File: src/rtl/muldiv_pkg.sv
package muldiv_pkg;

  typedef enum logic [2:0] {
    OP_MUL   = 3'd0,
    OP_MLA   = 3'd1,
    OP_MLS   = 3'd2,
    OP_UMULL = 3'd3,
    OP_SMULL = 3'd4,
    OP_UDIV  = 3'd5,
    OP_SDIV  = 3'd6,
    OP_RSVD  = 3'd7
  } md_op_e;

  typedef enum logic [1:0] {
    S_IDLE = 2'd0,
    S_MUL  = 2'd1,
    S_DIV  = 2'd2
  } md_state_e;

  function automatic logic op_is_div(input md_op_e o);
    return (o == OP_UDIV) || (o == OP_SDIV);
  endfunction

  function automatic logic op_is_long(input md_op_e o);
    return (o == OP_UMULL) || (o == OP_SMULL);
  endfunction

endpackage

File: src/rtl/md_mult.sv
module md_mult #(
  parameter int W    = 32,
  parameter int PIPE = 2
) (
  input  logic           clk,
  input  logic           rst,
  input  logic           start,
  input  logic [W-1:0]   a,
  input  logic [W-1:0]   b,
  input  logic           sgn,
  output logic           valid,
  output logic [2*W-1:0] prod
);
  localparam int PW = 2 * W;

  logic signed [W:0]  a_q, b_q;
  logic               in_v;
  logic signed [PW-1:0] full;
  logic [PW-1:0]      stage_d [PIPE];
  logic [PIPE-1:0]    stage_v;

  // operand capture, widened by one bit so one multiplier serves both signs
  always_ff @(posedge clk) begin
    if (rst) in_v <= 1'b0;
    else     in_v <= start;
    if (start) begin
      a_q <= {sgn & a[W-1], a};
      b_q <= {sgn & b[W-1], b};
    end
  end

  assign full = PW'(a_q) * PW'(b_q);

  // product delay line, sized for DSP pipelining
  always_ff @(posedge clk) begin
    stage_d[0] <= full;
    for (int i = 1; i < PIPE; i++) stage_d[i] <= stage_d[i-1];
  end

  always_ff @(posedge clk) begin
    if (rst) stage_v <= '0;
    else     stage_v <= {stage_v[PIPE-2+((PIPE==1)?1:0):0] & {PIPE{PIPE>1}}, in_v};
  end

  assign valid = stage_v[PIPE-1];
  assign prod  = stage_d[PIPE-1];

endmodule

File: src/rtl/md_div.sv
module md_div #(
  parameter int W = 32
) (
  input  logic         clk,
  input  logic         rst,
  input  logic         start,
  input  logic [W-1:0] dividend,
  input  logic [W-1:0] divisor,
  input  logic         sgn,
  output logic         valid,
  output logic [W-1:0] quot
);
  localparam int CW = $clog2(W);

  logic [W-1:0]  rem_q, q_q, dvs_q;
  logic          neg_q, run_q;
  logic [CW-1:0] cnt_q;

  logic [W:0]    shifted;
  logic          ge;
  logic [W-1:0]  sub, rem_nx, q_nx;

  function automatic logic [W-1:0] mag(input logic [W-1:0] x, input logic s);
    return (s && x[W-1]) ? (~x + 1'b1) : x;
  endfunction

  // one restoring step: shift in the next dividend bit, subtract if it fits
  always_comb begin
    shifted = {rem_q, q_q[W-1]};
    ge      = (shifted >= {1'b0, dvs_q});
    sub     = shifted[W-1:0] - dvs_q;
    rem_nx  = ge ? sub : shifted[W-1:0];
    q_nx    = {q_q[W-2:0], ge};
  end

  always_ff @(posedge clk) begin
    if (rst) begin
      run_q <= 1'b0;
      valid <= 1'b0;
      cnt_q <= '0;
      quot  <= '0;
    end else begin
      valid <= 1'b0;
      if (start && !run_q) begin
        rem_q <= '0;
        q_q   <= mag(dividend, sgn);
        dvs_q <= mag(divisor, sgn);
        neg_q <= sgn & (dividend[W-1] ^ divisor[W-1]);
        cnt_q <= '0;
        run_q <= 1'b1;
      end else if (run_q) begin
        rem_q <= rem_nx;
        q_q   <= q_nx;
        cnt_q <= cnt_q + 1'b1;
        if (cnt_q == CW'(W-1)) begin
          run_q <= 1'b0;
          valid <= 1'b1;
          quot  <= neg_q ? (~q_nx + 1'b1) : q_nx;
        end
      end
    end
  end

endmodule

File: src/rtl/md_unit.sv
module md_unit
  import muldiv_pkg::*;
#(
  parameter int W        = 32,
  parameter int MUL_PIPE = 2
) (
  input  logic         clk,
  input  logic         rst,
  input  logic         start,
  input  logic [2:0]   op,
  input  logic [W-1:0] src_m,
  input  logic [W-1:0] src_s,
  input  logic [W-1:0] src_n,
  output logic         busy,
  output logic         done,
  output logic [W-1:0] res_lo,
  output logic [W-1:0] res_hi
);
  localparam logic [W-1:0] MOST_NEG = {1'b1, {(W-1){1'b0}}};

  md_state_e    state;
  md_op_e       op_in, op_q;
  logic [W-1:0] acc_q;
  logic         accept, div_op, by_zero, ovf, special;
  logic         mul_v, div_v;
  logic [2*W-1:0] prod;
  logic [W-1:0] quot;
  logic [W-1:0] mul_lo, mul_hi;

  assign op_in   = md_op_e'(op);
  assign accept  = start && (state == S_IDLE);
  assign div_op  = op_is_div(op_in);
  assign by_zero = div_op && (src_m == '0);
  assign ovf     = (op_in == OP_SDIV) && (src_n == MOST_NEG) && (src_m == '1);
  assign special = by_zero || ovf;
  assign busy    = (state != S_IDLE);

  md_mult #(.W(W), .PIPE(MUL_PIPE)) u_mult (
    .clk   (clk),
    .rst   (rst),
    .start (accept && !div_op),
    .a     (src_m),
    .b     (src_s),
    .sgn   (op_in == OP_SMULL),
    .valid (mul_v),
    .prod  (prod)
  );

  md_div #(.W(W)) u_div (
    .clk      (clk),
    .rst      (rst),
    .start    (accept && div_op && !special),
    .dividend (src_n),
    .divisor  (src_m),
    .sgn      (op_in == OP_SDIV),
    .valid    (div_v),
    .quot     (quot)
  );

  // shape the product for the operation that was accepted
  always_comb begin
    mul_hi = '0;
    case (op_q)
      OP_MLA:   mul_lo = acc_q + prod[W-1:0];
      OP_MLS:   mul_lo = acc_q - prod[W-1:0];
      OP_UMULL,
      OP_SMULL: begin
        mul_lo = prod[W-1:0];
        mul_hi = prod[2*W-1:W];
      end
      default:  mul_lo = prod[W-1:0];
    endcase
  end

  always_ff @(posedge clk) begin
    if (rst) begin
      state  <= S_IDLE;
      done   <= 1'b0;
      res_lo <= '0;
      res_hi <= '0;
      op_q   <= OP_MUL;
      acc_q  <= '0;
    end else begin
      done <= 1'b0;
      case (state)
        S_IDLE: if (accept) begin
          op_q  <= op_in;
          acc_q <= src_n;
          if (special) begin
            res_lo <= ovf ? MOST_NEG : '0;
            res_hi <= '0;
            done   <= 1'b1;
          end else begin
            state <= div_op ? S_DIV : S_MUL;
          end
        end
        S_MUL: if (mul_v) begin
          res_lo <= mul_lo;
          res_hi <= mul_hi;
          done   <= 1'b1;
          state  <= S_IDLE;
        end
        S_DIV: if (div_v) begin
          res_lo <= quot;
          res_hi <= '0;
          done   <= 1'b1;
          state  <= S_IDLE;
        end
        default: state <= S_IDLE;
      endcase
    end
  end

endmodule

File: config.mk
export PLATFORM = sky130hd
export DESIGN_NAME = md_unit
export DESIGN_NICKNAME = d
export VERILOG_FILES = /design/src/rtl/muldiv_pkg.sv /design/src/rtl/md_mult.sv /design/src/rtl/md_div.sv /design/src/rtl/md_unit.sv
export SDC_FILE = /design/constraint.sdc
export NUM_CORES = 2
export LEC_CHECK = 0
export ABC_CLOCK_PERIOD_IN_PS = 19400
export BUFFER_PORTS_ARGS = -buffer_cell sky130_fd_sc_hd__buf_4
export CAP_MARGIN = 20
export CORE_UTILIZATION = 60
export CTS_CLUSTER_SIZE = 16
export DETAILED_ROUTE_END_ITERATION = 10
export PLACE_DENSITY = 0.77
export SYNTH_ARGS = -nofsm -noshare
export SYNTH_HDL_FRONTEND = slang
export SYNTH_SLANG_ARGS = --single-unit
File: constraint.sdc
create_clock -name clk -period 19.4 [get_ports clk]
set_clock_uncertainty 0.1 [all_clocks]
set_input_delay 2.91 -clock clk [delete_from_list [all_inputs] [get_ports clk]]
set_output_delay 2.91 -clock clk [all_outputs]
set_load 0.02 [all_outputs]
==> out/summary.json <==
{
  "run_status": {
    "status": "complete, no violations"
  },
  "timing": {
    "min_period_over_period": 0.469,
    "setup_slack_of_the_critical_path_after_layout_ps": 10300,
    "max_slew_margin": 0.277,
    "fin_setup_tns_ps": 0,
    "setup_violations": 0,
    "timing.final.hold_violations": 0,
    "max_slew.worst_pin.slew_ps": 1080,
    "unrepaired_setup_endpoints_after_global_routing": "no",
    "min_period_ps": 9100,
    "achievable_freq_mhz": 110,
    "final-max-slew-violation-count": 0
  },
  "detailed_routing": {
    "first_iter_violations": 4071,
    "num_vias": 43881,
    "post-route-drc-count": 0,
    "totalWireLength_um": 166000,
    "wire_per_inst_um": 22.4,
    "route.detailed.vias_per_inst": 5.90,
    "initial_drt_pass_iterations": 7,
    "detail-route-antenna-nets": 0
  },
  "grt": {
    "number_of_antenna_violations_at_the_first_check_in_global_routing": 7,
    "met2_usage": 0.556,
    "first_global_vias": 46654,
    "global_route_wire_length_before_repair_um": 261000,
    "gr-usage-met3": 0.0891,
    "grt_busiest_layer": "met2",
    "grt.met1_usage": 0.447,
    "grt.total_usage": 0.351,
    "overflow": 0,
    "grt_max_degree": 72
  },
  "critical_path": {
    "arrival_ps": 9490,
    "worst-r2r-setup-slack_ps": 10300,
    "criticalPathCategory": "reg -> reg",
    "setup.worst_path.start_class": "flip-flop",
    "cp_data_required_time_ps": 19790,
    "timing.critical_path.fanout_max": 20,
    "end_kind": "flip-flop"
  },
  "yosys": {
    "synthDominantCellAreaShare": 0.390,
    "ys_dominant_reg_cell": "sky130_fd_sc_hd__dfxtp_1",
    "synth.most_common_cell": "sky130_fd_sc_hd__inv_1",
    "synth_area_leaders": "sky130_fd_sc_hd__fa_1 39%, sky130_fd_sc_hd__dfxtp_1 9.4%, sky130_fd_sc_hd__edfxtp_1 8.5%, sky130_fd_sc_hd__inv_1 7.3%, sky130_fd_sc_hd__ha_1 6.2%",
    "synth_seq_area_share": 0.179,
    "synthDominantAreaCellType": "sky130_fd_sc_hd__fa_1",
    "ys.warnings.count": 0,
    "synth-async-reset-ratio": 0,
    "cells_after_synth": 6125,
    "synth_seq_cells": 435,
    "synth_common_cells": "1131 x sky130_fd_sc_hd__inv_1, 1127 x sky130_fd_sc_hd__fa_1, 836 x sky130_fd_sc_hd__nand2_1",
    "postSynthNetCount": 7640,
    "synth.avg_cell_area_um2": 9.44,
    "synth_enable_flop_cells": 163,
    "synth.cell_area_mm2": 0.0578,
    "synth_cell_type_count": 75
  },
  "floorplanning": {
    "initial_standard_cell_utilization_of_the_core": 0.607,
    "coreArea_mm2": 0.0952,
    "floorplan.io_pins": 168,
    "fp.dieH_um": 312,
    "floorplan.die.width_um": 312,
    "design.die.area_mm2": 0.0976,
    "fp-row-count": 113
  },
  "finish": {
    "n_fill_cell": 7636,
    "drive_above_1_share": 0.0601,
    "multi_input_comb_area_mm2": 0.0421,
    "finish.net_count": 7645,
    "flow.area_growth_from_synthesis_pct": 7.21,
    "sequential_cell_area_mm2": 0.0103,
    "layout.core_utilization": 0.651,
    "finalInstanceArea_mm2": 0.0620
  },
  "placement": {
    "globalplace.congestion": 0.981,
    "detailed_place.area_mm2": 0.0602,
    "dpl.hpwl_um": 123000,
    "portBuffers": 167,
    "pre_cts_slack_ps": 10500
  },
  "cts": {
    "ctsHoldBuffers": 0,
    "clkTransAtPathRegs_ps": 70,
    "ctsLongestPathBuffers": 3,
    "ctsResizeCount": 0,
    "clk-insertion-delay-late_ps": 660,
    "cts_made_buffers": 50,
    "cts.sink_count": 435,
    "post-cts-setup-buffers": 0,
    "cts_root_buffer": "sky130_fd_sc_hd__clkbuf_16",
    "tritoncts": "yes",
    "cts-htree-levels": 2
  },
  "min_path": {
    "hp-class": "reg -> reg"
  },
  "job": {
    "drv.max_cap_violation_count": 0
  }
}
## sequential cells by signal, indices dropped and copies added (netlist names), 2 cells and up
signal          cells
u_mult.b_q         33
u_mult.stage_d    128
op_q                3
u_mult.a_q         33
res_hi             32
acc_q              32
u_div.quot         32
res_lo             32
u_div.rem_q        32
state               2
u_div.cnt_q         5
u_mult.stage_v      2
u_div.dvs_q        32
u_div.q_q          32
## per-stage QoR
step / instances / hold WS [ps]
floorplan: 6125 / 210
global placement: 7341 / 210
detailed placement: 7343 / 212
CTS: 7437 / 214
global route: 7438 / 219
finish: 7441 / 218
## metal layers
metal | vias to the layer above | wire length (um)
met4 | 4 | 10100
li1 | 18869 | -
met5 | - | 27
met3 | 595 | 18100
met2 | 2500 | 76100
met1 | 21913 | 62200
## area by class of cell
| type | count | area share |
|---|---|---|
| diodes | 4 | 0.000162 |
| clock buffers | 64 | 0.0230 |
| clock inverters | 30 | 0.00529 |
| inverters | 1133 | 0.0686 |
| multi-input cells | 4252 | 0.679 |
| flip-flops and latches | 435 | 0.167 |
| well taps | 1265 | 0.0255 |
| repair buffers | 258 | 0.0312 |
## kinds of logic after synthesis
family / share of synthesized area
adders and majority gates: 0.452
DFF: 0.179
AOI/OAI and AO/OA: 0.0750
muxes: 0.000866
and+or+nand+nor: 0.161
buffers and inverters: 0.0935
xor gates and xnor gates: 0.0385
## worst max-delay path: stages (launching register included)
cell	delay [ps]
sky130_fd_sc_hd__edfxtp_1	930
sky130_fd_sc_hd__buf_4	360
sky130_fd_sc_hd__nand2_1	110
sky130_fd_sc_hd__fa_1	550
sky130_fd_sc_hd__fa_1	530
sky130_fd_sc_hd__fa_1	550
sky130_fd_sc_hd__inv_1	50
sky130_fd_sc_hd__fa_1	490
sky130_fd_sc_hd__fa_1	480
sky130_fd_sc_hd__fa_1	460
sky130_fd_sc_hd__fa_1	530
sky130_fd_sc_hd__inv_1	50
sky130_fd_sc_hd__fa_1	480
sky130_fd_sc_hd__inv_1	40
sky130_fd_sc_hd__ha_1	380
sky130_fd_sc_hd__and2_1	260
sky130_fd_sc_hd__nand4_1	160
sky130_fd_sc_hd__or4_1	430
sky130_fd_sc_hd__nand3_1	100
sky130_fd_sc_hd__nor2b_1	150
sky130_fd_sc_hd__o31ai_1	660
sky130_fd_sc_hd__a211oi_1	230
sky130_fd_sc_hd__o32ai_1	510
sky130_fd_sc_hd__a31oi_1	170
sky130_fd_sc_hd__xnor2_1	150
## path summary, 6_finish.rpt
path / startpoint / to / depth (start not counted)
setup / recovery: u_mult.b_q[9]$_DFFE_PP_ / u_mult.stage_d[0][58]$_DFF_P_ / 24
hold / removal: u_mult.stage_d[0][33]$_DFF_P_ / u_mult.stage_d[0][97]$_DFF_P_ / 0
setup reg to reg: u_mult.b_q[9]$_DFFE_PP_ / u_mult.stage_d[0][58]$_DFF_P_ / 24
hold reg to reg: u_mult.stage_d[0][33]$_DFF_P_ / u_mult.stage_d[0][97]$_DFF_P_ / 0
## cells in the final DEF, fill, tap and decap left out, types with 30 or more instances in the layout
| cell type | instances |
|---|---|
| sky130_fd_sc_hd__inv_1 | 1131 |
| sky130_fd_sc_hd__fa_1 | 1127 |
| sky130_fd_sc_hd__nand2_1 | 836 |
| sky130_fd_sc_hd__and2_1 | 555 |
| sky130_fd_sc_hd__ha_1 | 286 |
| sky130_fd_sc_hd__dfxtp_1 | 272 |
| sky130_fd_sc_hd__buf_4 | 256 |
| sky130_fd_sc_hd__a21oi_1 | 240 |
| sky130_fd_sc_hd__edfxtp_1 | 163 |
| sky130_fd_sc_hd__nor2_1 | 148 |
| sky130_fd_sc_hd__o21ai_0 | 146 |
| sky130_fd_sc_hd__xnor2_1 | 142 |
| sky130_fd_sc_hd__xor2_1 | 112 |
| sky130_fd_sc_hd__nand3_1 | 84 |
| sky130_fd_sc_hd__a21o_1 | 59 |
| sky130_fd_sc_hd__clkbuf_16 | 53 |
| sky130_fd_sc_hd__nor3_1 | 50 |
| sky130_fd_sc_hd__nor2b_1 | 44 |
| sky130_fd_sc_hd__a211oi_1 | 35 |
| sky130_fd_sc_hd__o31ai_1 | 31 |
| sky130_fd_sc_hd__nand4_1 | 30 |
Power is not shown: default switching activity piles up to over one toggle a cycle in this logic, so the estimate is an artifact.
